<file path="config.mk">
export PLATFORM = sky130hd
export DESIGN_NAME = spiFlashEraseCtrl
export DESIGN_NICKNAME = d
export VERILOG_FILES = /design/src/rtl/sfErasePkg.sv /design/src/rtl/sfEraseDataPath.sv /design/src/rtl/sfEraseCtl.sv /design/src/rtl/spiFlashEraseCtrl.sv
export SDC_FILE = /design/constraint.sdc
export NUM_CORES = 1
export LEC_CHECK = 0
export BUFFER_PORTS_ARGS = -buffer_cell sky130_fd_sc_hd__buf_2
export CAP_MARGIN = 10
export CORE_ASPECT_RATIO = 0.8
export CORE_UTILIZATION = 50
export DETAILED_ROUTE_END_ITERATION = 10
export GPL_TIMING_DRIVEN = 1
export PLACE_DENSITY = 0.7
export SYNTH_ARGS = -nofsm -noshare
export SYNTH_HDL_FRONTEND = slang
export SYNTH_SLANG_ARGS = --single-unit
</file>
<file path="constraint.sdc">
create_clock -name clk -period 2.5 [get_ports clk]
set_clock_uncertainty 0.05 [all_clocks]
set_input_delay 0.125 -clock clk [delete_from_list [all_inputs] [get_ports clk]]
set_output_delay 0.125 -clock clk [all_outputs]
set_load 0.1 [all_outputs]
</file>
<file path="src/rtl/sfErasePkg.sv">
package sfErasePkg;

  localparam int PAGE_BITS  = 7;
  localparam int SECT_BITS  = 3;
  localparam int PAGE_LSB   = 11;
  localparam int NSEC       = (1 << SECT_BITS) + 1;
  localparam int HI_BITS    = PAGE_LSB + PAGE_BITS - 16;
  localparam int LO_BITS    = PAGE_BITS - HI_BITS;
  localparam int ADDR_BYTES = 3;

  localparam logic [7:0] OPC_SECTOR = 8'h7C;
  localparam logic [3:0][7:0] CHIP_SEQ = {8'h9A, 8'h80, 8'h94, 8'hC7};

  typedef enum logic [2:0] {
    D_OPC,
    D_ADDR,
    D_CHIP,
    D_SECT_OK,
    D_CHIP_OK,
    D_JUNK
  } decodeT;

  typedef struct packed {
    logic capHi;
    logic capLo;
    logic timerLoad;
    logic timerChip;
  } sfCtlT;

  function automatic logic [NSEC-1:0] sectHotF(input logic [PAGE_BITS-1:0] pg);
    logic [NSEC-1:0] h;
    logic [SECT_BITS-1:0] s;
    h = '0;
    s = pg[PAGE_BITS-1 -: SECT_BITS];
    if (s == '0) begin
      if (pg == '0) h[0] = 1'b1;
      else          h[1] = 1'b1;
    end else begin
      h[int'(s) + 1] = 1'b1;
    end
    return h;
  endfunction

endpackage

</file>
<file path="src/rtl/sfEraseDataPath.sv">
module sfEraseDataPath
  import sfErasePkg::*;
#(
  parameter int SECT_CYC = 100,
  parameter int CHIP_CYC = 160
) (
  input  logic            clk,
  input  logic            rstN,
  input  logic            csN,
  input  logic            sckRise,
  input  logic            sdi,
  input  sfCtlT           ctl,
  output logic            byteValid,
  output logic [7:0]      byteData,
  output logic            csRise,
  output logic            midByte,
  output logic [NSEC-1:0] sectHot,
  output logic            timerDone
);

  localparam int MAXC = (SECT_CYC > CHIP_CYC) ? SECT_CYC : CHIP_CYC;
  localparam int TW   = $clog2(MAXC + 1);

  logic [6:0]           shReg;
  logic [2:0]           bitCnt;
  logic                 csPrev;
  logic [PAGE_BITS-1:0] pageReg;
  logic [TW-1:0]        timer;

  // serial byte assembly
  always_ff @(posedge clk or negedge rstN) begin
    if (!rstN) begin
      shReg  <= '0;
      bitCnt <= '0;
      csPrev <= 1'b1;
    end else begin
      csPrev <= csN;
      if (csN) begin
        bitCnt <= '0;
      end else if (sckRise) begin
        shReg  <= {shReg[5:0], sdi};
        bitCnt <= bitCnt + 3'd1;
      end
    end
  end

  assign byteData  = {shReg, sdi};
  assign byteValid = !csN && sckRise && (bitCnt == 3'd7);
  assign csRise    = csN && !csPrev;
  assign midByte   = (bitCnt != 3'd0);

  // page field capture: A17..A16 from first address byte, A15..A11 from second
  always_ff @(posedge clk or negedge rstN) begin
    if (!rstN) begin
      pageReg <= '0;
    end else begin
      if (ctl.capHi) pageReg[PAGE_BITS-1 -: HI_BITS] <= byteData[HI_BITS-1:0];
      if (ctl.capLo) pageReg[LO_BITS-1:0] <= byteData[7 -: LO_BITS];
    end
  end

  assign sectHot = sectHotF(pageReg);

  // self-timed erase interval
  always_ff @(posedge clk or negedge rstN) begin
    if (!rstN) begin
      timer <= '0;
    end else if (ctl.timerLoad) begin
      timer <= ctl.timerChip ? TW'(CHIP_CYC) : TW'(SECT_CYC);
    end else if (timer != '0) begin
      timer <= timer - TW'(1);
    end
  end

  assign timerDone = (timer == TW'(1));

  a_r6_timer_bounded: assert property (@(posedge clk) disable iff (!rstN)
    timer <= TW'(MAXC));

  a_r6_load_when_idle: assert property (@(posedge clk) disable iff (!rstN)
    ctl.timerLoad |-> (timer == '0));

  a_r8_no_capture_mid_byte: assert property (@(posedge clk) disable iff (!rstN)
    (ctl.capHi || ctl.capLo) |-> (bitCnt == 3'd7));

endmodule

</file>
<file path="src/rtl/sfEraseCtl.sv">
module sfEraseCtl
  import sfErasePkg::*;
(
  input  logic            clk,
  input  logic            rstN,
  input  logic            csN,
  input  logic            byteValid,
  input  logic [7:0]      byteData,
  input  logic            csRise,
  input  logic            midByte,
  input  logic [NSEC-1:0] sectHot,
  input  logic            timerDone,
  input  logic            wpN,
  input  logic [NSEC-1:0] protMask,
  output sfCtlT           ctl,
  output logic [7:0]      status,
  output logic            clrStrobe,
  output logic [NSEC-1:0] clrMask
);

  decodeT          dec, decN;
  logic [1:0]      chipIdx, chipIdxN;
  logic [1:0]      addrCnt, addrCntN;
  logic            busy;
  logic            startOk;
  logic [NSEC-1:0] pendMask;
  logic [NSEC-1:0] protEff;
  logic [NSEC-1:0] target;

  // command byte decoder
  always_comb begin
    decN     = dec;
    chipIdxN = chipIdx;
    addrCntN = addrCnt;
    ctl      = '0;
    if (byteValid) begin
      case (dec)
        D_OPC: begin
          if (byteData == OPC_SECTOR) begin
            decN     = D_ADDR;
            addrCntN = 2'd0;
          end else if (byteData == CHIP_SEQ[0]) begin
            decN     = D_CHIP;
            chipIdxN = 2'd1;
          end else begin
            decN = D_JUNK;
          end
        end
        D_ADDR: begin
          ctl.capHi = (addrCnt == 2'd0);
          ctl.capLo = (addrCnt == 2'd1);
          if (addrCnt == 2'(ADDR_BYTES - 1)) decN = D_SECT_OK;
          else addrCntN = addrCnt + 2'd1;
        end
        D_CHIP: begin
          if (byteData == CHIP_SEQ[chipIdx]) begin
            if (chipIdx == 2'd3) decN = D_CHIP_OK;
            else chipIdxN = chipIdx + 2'd1;
          end else begin
            decN = D_JUNK;
          end
        end
        D_SECT_OK: decN = D_JUNK;
        default:   decN = dec;
      endcase
    end

    startOk       = csRise && !midByte && !busy &&
                    ((dec == D_SECT_OK) || (dec == D_CHIP_OK));
    ctl.timerLoad = startOk;
    ctl.timerChip = (dec == D_CHIP_OK);
  end

  always_ff @(posedge clk or negedge rstN) begin
    if (!rstN) begin
      dec     <= D_OPC;
      chipIdx <= '0;
      addrCnt <= '0;
    end else if (csN) begin
      dec     <= D_OPC;
      chipIdx <= '0;
      addrCnt <= '0;
    end else begin
      dec     <= decN;
      chipIdx <= chipIdxN;
      addrCnt <= addrCntN;
    end
  end

  // protection is frozen when the erase starts
  assign protEff = wpN ? '0 : protMask;
  assign target  = (ctl.timerChip ? {NSEC{1'b1}} : sectHot) & ~protEff;

  always_ff @(posedge clk or negedge rstN) begin
    if (!rstN) begin
      busy      <= 1'b0;
      pendMask  <= '0;
      clrStrobe <= 1'b0;
      clrMask   <= '0;
    end else begin
      clrStrobe <= timerDone && busy && (pendMask != '0);
      clrMask   <= (timerDone && busy) ? pendMask : '0;
      if (startOk) begin
        busy     <= 1'b1;
        pendMask <= target;
      end else if (timerDone) begin
        busy     <= 1'b0;
      end
    end
  end

  assign status = {!busy, 7'b0};

  a_r5_start_after_rise: assert property (@(posedge clk) disable iff (!rstN)
    $rose(busy) |-> $past(csRise));

  a_r8_start_on_boundary: assert property (@(posedge clk) disable iff (!rstN)
    $rose(busy) |-> !$past(midByte));

  a_r7_strobe_at_ready: assert property (@(posedge clk) disable iff (!rstN)
    clrStrobe |-> (status[7] && $past(busy)));

  a_r7_strobe_single: assert property (@(posedge clk) disable iff (!rstN)
    clrStrobe |=> !clrStrobe);

  a_r7_strobe_nonzero: assert property (@(posedge clk) disable iff (!rstN)
    clrStrobe |-> (clrMask != '0));

  a_r7_mask_quiet: assert property (@(posedge clk) disable iff (!rstN)
    !clrStrobe |-> (clrMask == '0));

  a_r10_mask_frozen: assert property (@(posedge clk) disable iff (!rstN)
    (busy && $past(busy)) |-> $stable(pendMask));

  a_r6_done_in_busy: assert property (@(posedge clk) disable iff (!rstN)
    timerDone |-> busy);

endmodule

</file>
<file path="src/rtl/spiFlashEraseCtrl.sv">
module spiFlashEraseCtrl
  import sfErasePkg::*;
#(
  parameter int SECT_CYC = 100,
  parameter int CHIP_CYC = 160
) (
  input  logic            clk,
  input  logic            rstN,
  input  logic            csN,
  input  logic            sckRise,
  input  logic            sdi,
  input  logic            wpN,
  input  logic [NSEC-1:0] protMask,
  output logic [7:0]      status,
  output logic            clrStrobe,
  output logic [NSEC-1:0] clrMask
);

  sfCtlT           ctl;
  logic            byteValid;
  logic [7:0]      byteData;
  logic            csRise;
  logic            midByte;
  logic [NSEC-1:0] sectHot;
  logic            timerDone;

  sfEraseDataPath #(.SECT_CYC(SECT_CYC), .CHIP_CYC(CHIP_CYC)) i_dataPath (
    .clk       (clk),
    .rstN      (rstN),
    .csN       (csN),
    .sckRise   (sckRise),
    .sdi       (sdi),
    .ctl       (ctl),
    .byteValid (byteValid),
    .byteData  (byteData),
    .csRise    (csRise),
    .midByte   (midByte),
    .sectHot   (sectHot),
    .timerDone (timerDone)
  );

  sfEraseCtl i_ctl (
    .clk       (clk),
    .rstN      (rstN),
    .csN       (csN),
    .byteValid (byteValid),
    .byteData  (byteData),
    .csRise    (csRise),
    .midByte   (midByte),
    .sectHot   (sectHot),
    .timerDone (timerDone),
    .wpN       (wpN),
    .protMask  (protMask),
    .ctl       (ctl),
    .status    (status),
    .clrStrobe (clrStrobe),
    .clrMask   (clrMask)
  );

endmodule

</file>
# == Yosys cells after proc, flatten, opt, wreduce, memory -nomap -nowiden ==
# Cells that the tools add are included.
# word_totals
regBits,53
input_bits,15
wordCells,116
# classes
addsub,5
magnitude_cmp,3
n_eq_ne,20
muxes,40
bitwise,3
n_reduce_logical,32
# op_table
operator,n
32-bit by 1-bit >= comparator with 1-bit output (second input constant),1
32-bit by 6-bit less-than comparator with 1-bit output (second input constant),1
8-bit two-way mux,4
3-bit two-way mux,9
9-bit two-way mux,3
2-bit two-way mux,13
8-bit binary-select mux with 2-bit select,1
3-bit by 2-bit != test with 1-bit output (second input constant),4
3-bit one-hot mux with 4 select lines,1
9-bit AND,1
1-bit logical AND,9
3-bit != test (second input constant),3
9-bit inverter,1
3-bit nonzero test,3
9-bit nonzero test,1
8-bit by 1-bit equality test with 1-bit output (second input constant),1
8-bit by 7-bit equality test with 1-bit output (second input constant),1
8-bit equality test,1
8-bit equality test (second input constant),1
2-bit one-hot mux with 2 select lines,2
4-bit AND reduction,2
2-bit nonzero test,4
8-bit nonzero test,1
8-bit by 1-bit subtractor with 8-bit output (second input constant),1
22 further kinds,34

# == Longest topological paths before layout ==
# depth
word_depth,8
ltp_mapped,7
depth_no_buf,7

# == Cells and area by module ==
# From an unflattened synthesis, not the netlist that was laid out.
# unflattened
cells_unflattened,279
area_unflattened_um2,2810.2
# modules_own_cells
module,n_inst,cells_each,area_per_inst_um2
sfEraseCtl,1,166,1524.0
sfEraseDataPath,1,113,1286.2

# == Least setup slack after synthesis ==
# OpenSTA, ideal clock, no wires.
# synth_path
kind,register to register
start,register i_ctl.busy
end,register i_ctl.pendMask[0]
setup_ns,0.095
t_arrival_ns,1.808
required_time_ns,2.355
slack_ns,0.547
stages_incl_launch_ff,6
n_path_buf,1
period_less_slack_ns,1.953
cell_sequence,dfrtp_1 inv_1 nand4_1 a21o_1 buf_2 o31ai_1
# synth_between
elab_chain_len,3
# synth_rtl
element,line_no,source
from (decl),sfEraseCtl.sv:24,logic busy;
from (signal assigned),sfEraseCtl.sv:96,busy <= 1'b0;
from (signal assigned),sfEraseCtl.sv:104,busy <= 1'b1;
from (signal assigned),sfEraseCtl.sv:107,busy <= 1'b0;
1-bit logical NOT,--,
named net status[7],spiFlashEraseCtrl.sv:14,"output logic [7:0] status,"
1-bit logical AND (2 in series),sfEraseCtl.sv:68,startOk = csRise && !midByte && !busy &&
to (signal assigned),sfEraseCtl.sv:105,pendMask <= target;
to (decl),sfEraseCtl.sv:26,logic [NSEC-1:0] pendMask;
# The timed path passes the listed nets, and every way through them passes these cells.
# A chain may end at the register's enable or synchronous reset.

# == Final worst setup path ==
# layout_path
start,register i_ctl.chipIdx[0]
end,register i_ctl.dec[0]
# layout_between
elab_chain_len,7
word_cells_on_any_way,10
classes_between,eq/ne (3); mux (6); reduce/logical (1)
# layout_rtl
element,line_no,source
from (decl),sfEraseCtl.sv:22,"logic [1:0] chipIdx, chipIdxN;"
from (signal assigned),sfEraseCtl.sv:85,chipIdx <= chipIdxN;
8-bit binary-select mux with 2-bit select,sfEraseCtl.sv:56,if (byteData == CHIP_SEQ[chipIdx]) begin
8-bit two-way mux (not written as such),sfEraseCtl.sv:56,
8-bit equality test,sfEraseCtl.sv:56,
3-bit two-way mux,sfEraseCtl.sv:56,
3-bit one-hot mux with 4 select lines,sfEraseCtl.sv:37,case (dec)
3-bit two-way mux,sfEraseCtl.sv:36,if (byteValid) begin
3-bit two-way mux,sfEraseCtl.sv:79,end else if (csN) begin
to (signal assigned),sfEraseCtl.sv:84,dec <= decN;
to (decl),sfEraseCtl.sv:21,"decodeT dec, decN;"
# Several ways; a longest one is shown, not always the timed one. The select of a mux whose other input is x is not followed.

==> out/metrics.cfg <==
[run_status]
outcome=complete, no violations

[clock_tree]
clk_pin_slew_ns=0.09
clkSinkCount=53
clk_latency_ns=0.31
cts-root-buf=clkbuf_8
cts_max_level=2
cts_buffers=5
clock_path_buffers=2
cts_tree=done
cts-resized-gates=0

[sta]
worst_pin_slew_ns=0.822
setup_viol=0
min_period_over_period_pct=82.1
finalHoldViolations=0
finalCriticalPeriod_ns=2.05
fmax_mhz=487
rsz0062_at_grt=false
slew_violations=0
worst_slack_ns=0.447
tns_ns=0
max_slew_margin_pct=45.2

[critical_path]
r2r_cells=6
crit_path_end=i_ctl.dec[0]$_DFFE_PN0P_
critPathSlowestCell=or4_1
start_kind=flop
cp.required_ns=2.66
path_class=reg -> reg
cp_data_arrival_time_ns=2.21
r2r-end=i_ctl.dec[0]$_DFFE_PN0P_
worstPathCellList=inv_1 -> ha_1 -> xor2_1 -> nand3_1 -> or4_1 -> a22o_1
critical_path.max_fanout=4
slowest_delay_ns=0.53
crit_path_end_kind=flop
ff2ff_setup_slack_ns=0.45
crit_path_start=i_ctl.chipIdx[0]$_DFFE_PN0P_
r2r_start=i_ctl.chipIdx[0]$_DFFE_PN0P_

[synthesis]
yosys_warnings=0
synth-async-reset-ratio_pct=100
synth_top_family_by_area=simple AND/OR/NAND/NOR gates
synthCells=293
muxShareOfSynthArea_pct=4.36
ys_seq_area_share_pct=48.2
synth_seq_cells=53
yosys.area_share.simple_pct=23.6
synth_compound_area_share_pct=10.4
synthXorXnorAreaFrac_pct=2.54
syn_avg_cell_area_um2=9.40
netlist_area_mm2=0.00276
synth_fa_ha_area_share_pct=4.54
synth_top_area_cell=dfrtp_1
synth_edf_count=0
yosysTopAreaCellShare_pct=47.2
synthTopCellsByArea=dfrtp_1 (47%), nand2_1 (6.4%), ha_1 (4.5%), mux2_2 (3.3%), nor2_1 (3.3%)
synth_cell_types=51
ys.flop_type=dfrtp_1

[global_route]
antenna_found_initial=0
first_global_vias=1973
overflow=0
track_usage_pct=21.0
use_met3_pct=3.26
grt_pass1_wl_mm=9.34
use_met1_pct=28.9
gr-usage-met2_pct=34.6
globalRoute.busiestLayer=met2
grt_max_degree=37

[cells_and_area]
drive_gt1_share_pct=16.4
final_nets=342
areaGrowthSynthToFinish_pct=10.2
antenna_cells=0
final_area_mm2=0.00304
fillers=458

[die]
die_y_um=68.4
ios=33
die-area_mm2=0.00581
start_util_pct=53.5
rows=23
core_mm2=0.00515
dieWidth_um=85.0

[drt]
drtPass1Iterations=4
initialDrtViolationCount=97
ant_nets=0
vias=2082
routed_via_density=5.48
wl_per_cell_um=14.1
drt_wl_total_mm=5.36
drc=0

[place]
dp_hpwl_mm=3.92
portBuffers=25
gp_congestion=0.916
place_ws_ns=0.473
place_area_mm2=0.00290

[worst_hold_path]
min_path_type=in -> reg

[power_and_ir_drop]
vdd_drop_max_uv=385
p_leak_nw=1.49
p_per_area_mw_per_mm2=553

[flow_run]
drv_cap=0

sequential cells by signal, summed over array words and instances, names as in the netlist:
| register | cells |
|---|---|
| i_ctl.addrCnt | 2 |
| i_ctl.clrMask | 9 |
| i_ctl.busy | 1 |
| i_ctl.chipIdx | 2 |
| i_dataPath.bitCnt | 3 |
| i_ctl.pendMask | 9 |
| i_ctl.clrStrobe | 1 |
| i_dataPath.csPrev | 1 |
| i_ctl.dec | 3 |
| i_dataPath.timer | 8 |
| i_dataPath.pageReg | 7 |
| i_dataPath.shReg | 7 |
final cells by class:
class,count,area [um^2],share of cell area [%]
Clock buffer,5,68.8,2.27
Tap cell,62,77.6,2.56
Inverter,19,71.3,2.35
Multi-Input combinational cell,208,1280,42.1
Clock inverter,3,43.8,1.44
Sequential cell,53,1330,43.7
Timing Repair Buffer,30,168,5.52
cells by family (layout without fill, tap and decap cells):
logic type,count (synthesis),in the layout
AOI/OAI and AO/OA,45,45
xor gates and xnor gates,8,8
adders and majority gates,10,10
buffers and inverters,38,57
DFF,53,53
muxes,11,11
other,1,7
and+or+nand+nor,127,127
worst max-delay path, delay by kind of cell (launching register included):
kind | cells | cell delay, ns
buffers and inverters | 1 | 0.08
adders and majority gates | 1 | 0.32
and+or+nand+nor | 2 | 0.67
AOI/OAI and AO/OA | 1 | 0.24
xor gates and xnor gates | 1 | 0.17
DFF | 1 | 0.42
cells in the mapped netlist, types with 2 or more instances:
| master | count |
|---|---|
| or4_4 | 2 |
| nor3_1 | 6 |
| xnor2_1 | 5 |
| nand3_1 | 4 |
| inv_1 | 19 |
| xor2_1 | 3 |
| ha_1 | 10 |
| clkbuf_1 | 8 |
| mux2_2 | 8 |
| and3b_1 | 2 |
| nand2_1 | 47 |
| nand2b_1 | 3 |
| buf_4 | 7 |
| buf_2 | 2 |
| and2_1 | 9 |
| and3_1 | 2 |
| nand3b_1 | 3 |
| or4_1 | 2 |
| nor2b_1 | 4 |
| dfrtp_1 | 52 |
| o31ai_1 | 3 |
| a21oi_1 | 8 |
| o21ai_0 | 13 |
| buf_1 | 2 |
| mux2i_1 | 3 |
| o22ai_1 | 8 |
| nor2_1 | 24 |
| nor4_1 | 7 |
| nor3b_1 | 5 |
power breakdown:
| part | switching [mW] | leakage, nW | internal (mW) |
|---|---|---|---|
| registers | 0.0405 | 0.698 | 0.883 |
| logic | 0.117 | 0.736 | 0.0484 |
| clock network | 0.290 | 0.0585 | 0.300 |
| total | 0.447 | 1.49 | 1.23 |
layer usage:
metal | part of all wire (%) | up-vias | wire length [um]
met3 | 3.4 | 5 | 183
li1 | - | 1030 | -
met4 | 1.1 | 0 | 58
met5 | 0 | - | 0
met2 | 46 | 39 | 2490
met1 | 49 | 1008 | 2630
worst min-delay path by stage:
stage | startpoint | endpoint | cells after the start
finish | sdi | i_dataPath.shReg[0]$_DFFE_PN0P_ | 3
CTS | sdi | i_dataPath.shReg[0]$_DFFE_PN0P_ | 3
global route | sdi | i_dataPath.shReg[0]$_DFFE_PN0P_ | 3
detailed placement | rstN | i_ctl.clrMask[0]$_DFF_PN0_ | 1
global placement | rstN | i_ctl.clrMask[0]$_DFF_PN0_ | 1
floorplan | rstN | i_ctl.addrCnt[0]$_DFFE_PN0P_ | 0
timing repair:
action	in CTS	in global routing
buffers inserted	0	0
endpoints found under the hold margin	35	0
hold buffers	2	0
layout by cell type (no fill, tap or decap), types with 5 or more instances in the layout:
cell type,Yosys,routed
dfrtp_1,52,52
nand2_1,47,47
buf_2,2,25
nor2_1,24,24
inv_1,19,19
o21ai_0,13,13
ha_1,10,10
and2_1,9,9
a21oi_1,8,8
mux2_2,8,8
o22ai_1,8,8
nor4_1,7,7
conb_1,1,7
nor3_1,6,6
xnor2_1,5,5
nor3b_1,5,5
clkbuf_8,0,5
per-stage QoR:
step	total power, mW	utilization (%)	hold slack, ns	cells
floorplan	1.06	-	-0.221	299
global placement	1.10	56.4	0.200	370
detailed placement	1.10	56.4	0.207	370
CTS	1.70	58.9	0.0349	380
global route	1.74	58.9	0.0715	380
finish	1.68	58.9	0.0461	380
Power figures use the tool's default switching activity.
